**config.mk**
```make
export PLATFORM = sky130hd
export DESIGN_NAME = pdh_unit
export DESIGN_NICKNAME = d
export VERILOG_FILES = /design/src/rtl/pdh_pkg.sv /design/src/rtl/pdh_ctrl.sv /design/src/rtl/pdh_datapath.sv /design/src/rtl/pdh_unit.sv
export SDC_FILE = /design/constraint.sdc
export NUM_CORES = 1
export LEC_CHECK = 0
export BUFFER_PORTS_ARGS = -buffer_cell sky130_fd_sc_hd__buf_2
export CAP_MARGIN = 20
export CORE_MARGIN = 2
export CORE_UTILIZATION = 48
export DETAILED_ROUTE_END_ITERATION = 8
export PLACE_DENSITY = 0.81
export SYNTH_ARGS = -nofsm -noshare
export SYNTH_HDL_FRONTEND = slang
export SYNTH_SLANG_ARGS = --single-unit
```
**constraint.sdc**
```tcl
create_clock -name clk -period 2.5 [get_ports clk]
set_input_delay 0 -clock clk [delete_from_list [all_inputs] [get_ports clk]]
set_output_delay 0 -clock clk [all_outputs]
set_load 0.1 [all_outputs]
```
**src/rtl/pdh_pkg.sv**
```systemverilog
package pdh_pkg;
  localparam int NUM_PD = 2;

  typedef struct packed {
    logic capture;
    logic hold;
  } pdhStrobe_t;
endpackage

```
**src/rtl/pdh_ctrl.sv**
```systemverilog
module pdh_ctrl
  import pdh_pkg::*;
(
  input  logic              clk,
  input  logic              rstN,
  input  logic              cfgPdEnable,
  input  logic [NUM_PD-1:0] pdReq,
  output pdhStrobe_t        strobe,
  output logic [NUM_PD-1:0] pdPinLogic
);
  logic reqSeen;
  logic holdQ;

  assign reqSeen = cfgPdEnable & (|pdReq);

  always_ff @(posedge clk or negedge rstN) begin
    if (!rstN) holdQ <= 1'b0;
    else       holdQ <= reqSeen;
  end

  // Capture only on the edge that opens a hold, never on a pin hand-off.
  assign strobe.capture = reqSeen & ~holdQ;
  assign strobe.hold    = holdQ;

  for (genvar g = 0; g < NUM_PD; g++) begin : g_pdLane
    assign pdPinLogic[g] = cfgPdEnable ? 1'b0 : pdReq[g];
  end
endmodule

```
**src/rtl/pdh_datapath.sv**
```systemverilog
module pdh_datapath
  import pdh_pkg::*;
#(
  parameter int NUM_IN  = 6,
  parameter int NUM_OUT = 4
) (
  input  logic               clk,
  input  logic               rstN,
  input  pdhStrobe_t         strobe,
  input  logic [NUM_IN-1:0]  padIn,
  output logic [NUM_IN-1:0]  coreIn,
  input  logic [NUM_OUT-1:0] coreOut,
  input  logic [NUM_OUT-1:0] coreOe,
  output logic [NUM_OUT-1:0] padOut,
  output logic [NUM_OUT-1:0] padOe
);
  logic [NUM_IN-1:0]  inHeld;
  logic [NUM_OUT-1:0] outHeld;
  logic [NUM_OUT-1:0] oeHeld;

  always_ff @(posedge clk or negedge rstN) begin
    if (!rstN) begin
      inHeld  <= '0;
      outHeld <= '0;
      oeHeld  <= '0;
    end else if (strobe.capture) begin
      inHeld  <= padIn;
      outHeld <= coreOut;
      oeHeld  <= coreOe;
    end
  end

  for (genvar i = 0; i < NUM_IN; i++) begin : g_inLane
    assign coreIn[i] = strobe.hold ? inHeld[i] : padIn[i];
  end

  for (genvar o = 0; o < NUM_OUT; o++) begin : g_outLane
    assign padOut[o] = strobe.hold ? outHeld[o] : coreOut[o];
    assign padOe[o]  = strobe.hold ? oeHeld[o]  : coreOe[o];
  end
endmodule

```
**src/rtl/pdh_unit.sv**
```systemverilog
module pdh_unit
  import pdh_pkg::*;
#(
  parameter int NUM_IN  = 6,
  parameter int NUM_OUT = 4
) (
  input  logic               clk,
  input  logic               rstN,
  input  logic               cfgPdEnable,
  input  logic [1:0]         pdReq,
  input  logic [NUM_IN-1:0]  padIn,
  output logic [NUM_IN-1:0]  coreIn,
  output logic [1:0]         pdPinLogic,
  input  logic [NUM_OUT-1:0] coreOut,
  input  logic [NUM_OUT-1:0] coreOe,
  output logic [NUM_OUT-1:0] padOut,
  output logic [NUM_OUT-1:0] padOe,
  output logic               holdActive
);
  pdhStrobe_t strobe;

  pdh_ctrl u_ctrl (
    .clk        (clk),
    .rstN       (rstN),
    .cfgPdEnable(cfgPdEnable),
    .pdReq      (pdReq),
    .strobe     (strobe),
    .pdPinLogic (pdPinLogic)
  );

  pdh_datapath #(.NUM_IN(NUM_IN), .NUM_OUT(NUM_OUT)) u_dp (
    .clk    (clk),
    .rstN   (rstN),
    .strobe (strobe),
    .padIn  (padIn),
    .coreIn (coreIn),
    .coreOut(coreOut),
    .coreOe (coreOe),
    .padOut (padOut),
    .padOe  (padOe)
  );

  assign holdActive = strobe.hold;
endmodule

```
==> results.yml <==
hold_path:
  hp-class: "primary input to async pin"
logic_synthesis:
  synth_top_area_share_pct: 46.7
  synth-edff-count: 0
  synth_cells: 51
  yosysMostFrequentCell: "mux2_2"
  avgSynthCellArea_um2: 15.8
  synth_ff_type: "dfrtp_1"
  synth-async-reset-ratio_pct: 100
  netlist_area_um2: 803
  ys_top_cells_by_area: "dfrtp_1 (47%), mux2_2 (25%), mux2_4 (19%)"
  yosysTopAreaCell: "dfrtp_1"
  synth_commonest_cells: "mux2_2 (18), dfrtp_1 (15), mux2_4 (10)"
  yosysWarnings: 0
  ys_seq_area_share_pct: 46.7
  ys_ff_latch: 15
  ys_types: 10
  syn_nets: 70
placed_design:
  gp_congestion: 0.687
  place_ws_ns: 0.846
  place.port_buffers: 35
  placed_area_um2: 957
final_layout:
  drive_gt1_share_pct: 66.0
  syn_to_final_growth_pct: 43.8
  fin_area_um2: 1150
  fill_cells: 107
  regArea_um2: 375
  multi_input_area_um2: 387
  final_nets: 123
  antenna_cells: 0
  utilization_pct: 74.9
floorplan:
  die_area_um2: 2020
  io_pins: 36
  num_rows: 14
  initial_core_util_pct: 52.1
  die_h_um: 44.9
  die_w_um: 44.9
  core-area_um2: 1540
timing:
  setup_viol: 0
  maxSlewHeadroom_pct: 58.1
  clock_skew_ns: 0.00446
  final_hold_viol_count: 0
  worst_slack_ns: 0.763
  rsz0062_at_grt: "no"
  clock.fmax_mhz: 576
  fin_crit_sh_pct: 69.5
  worstMarginPinSlew_ns: 0.628
  slew_violations: 0
  period_minus_slack_ns: 1.74
  setup_tns_ns: 0
global_route:
  grt_pass1_wl_um: 2480
  grt_overflow: 0
  grt_pass1_vias: 567
  grtUsageTotal_pct: 17.6
  grt_max_degree: 17
  antenna_found_initial: 0
setup_path:
  r2r_cells: 2
  cp-start-kind: "flip-flop"
  crit_required_ns: 2.50
  setup.worst_path.end_class: "primary output"
  worstSetupPathType: "flip-flop to primary output"
  rr_endpoint: "u_dp.outHeld[1]"
  rrSetupSlack_ns: 0.84
  reg2reg_from: "u_ctrl.holdQ"
  crit_fanout: 16
  crit_arrival_ns: 1.74
route:
  first_iter_violations: 2
  ant_nets: 0
  vias: 580
  wl_um: 1550
  via_per_inst: 4.87
  drtPass1Iterations: 2
  wire_per_inst_um: 13.0
  drc: 0
clock_tree:
  cts_resized: 0
  clock_path_buffers: 2
  post_cts_buffers: 0
  cts-root-buf: "clkbuf_4"
  cts_tree: "built"
  worstSkewPairLatency_ns: 0.28
  clk_transition_reported_paths_ns: 0.09
  h-tree-depth: 1
  cts_buffers: 3
  cts.sinks: 15
  ctsHoldBuffers: 17
power_and_ir_drop:
  p_per_area_nw_per_um2: 750
  peakVddDrop_mv: 0.431
  power_leakage_nw: 0.562
  power_mw: 0.866
job:
  cap_viol_max_count: 0
run_status:
  status: "finished, final reports clean"
[cell type report]
cell class	count	area share, %
Clock buffer	3	1.95
Sequential cell	15	32.5
Clock inverter	1	0.433
Tap cell	16	1.73
Timing Repair Buffer	52	29.9
Multi-Input combinational cell	32	33.5
[state kept, by name (all words and copies together), names as in the netlist]
register and count:
u_ctrl.holdQ 1, u_dp.inHeld 6, u_dp.oeHeld 4, u_dp.outHeld 4
[per-layer routing]
layer | vias to the layer above | GRT usage [%] | share of wire (%)
met1 | 273 | 20.7 | 43
met4 | 0 | 8.82 | 0
met2 | 19 | 30.4 | 52
met3 | 0 | 3.60 | 4.9
li1 | 288 | - | -
met5 | - | 0 | 0
[cell families (layout without fill, tap and decap cells)]
family                 after synthesis  in the layout  synth area share, %
and+or+nand+nor                      3              3                 3.27
muxes                               28             28                 43.9
AOI/OAI and AO/OA                    1              1                0.935
buffers and inverters                4             56                 5.14
DFF                                 15             15                 46.7
[through the flow]
step / std cells / hold WS, ns
finish: 119 / 0.136
CTS: 119 / 0.142
global route: 119 / 0.159
detailed placement: 98 / -0.0838
floorplan: 51 / -0.296
global placement: 98 / -0.0811
[where the power goes]
group	internal (mW)	switching (mW)	total [mW]
registers	0.284	0.0272	0.311
logic	0.127	0.291	0.419
clock network	0.0593	0.0766	0.136
[cells in the final DEF, fill, tap and decap left out]
cell type / netlist / final
buf_2: 1 / 35
clkbuf_4: 0 / 3
clkinv_2: 0 / 1
dfrtp_1: 15 / 15
dlygate4sd3_1: 0 / 17
mux2_2: 18 / 18
mux2_4: 10 / 10
nor2b_1: 2 / 2
nor2b_4: 1 / 1
o21a_1: 1 / 1
[worst max-delay path by stage]
stage                       from              end  slack (ns)  cells after the start
finish              u_ctrl.holdQ        coreIn[1]        0.76                      2
detailed placement  u_ctrl.holdQ  u_dp.outHeld[1]        0.85                      2
global route        u_ctrl.holdQ        coreIn[0]        0.64                      2
floorplan           u_ctrl.holdQ        coreIn[4]        0.48                      3
global placement    u_ctrl.holdQ   u_dp.oeHeld[0]        0.86                      2
CTS                 u_ctrl.holdQ        padOut[2]        0.74                      2
[worst max-delay path, stage by stage (launching register included)]
cell,delay (ns)
dfrtp_1,0.75
mux2_2,0.41
buf_2,0.29
Note: power is estimated with default switching activity, not from simulation.
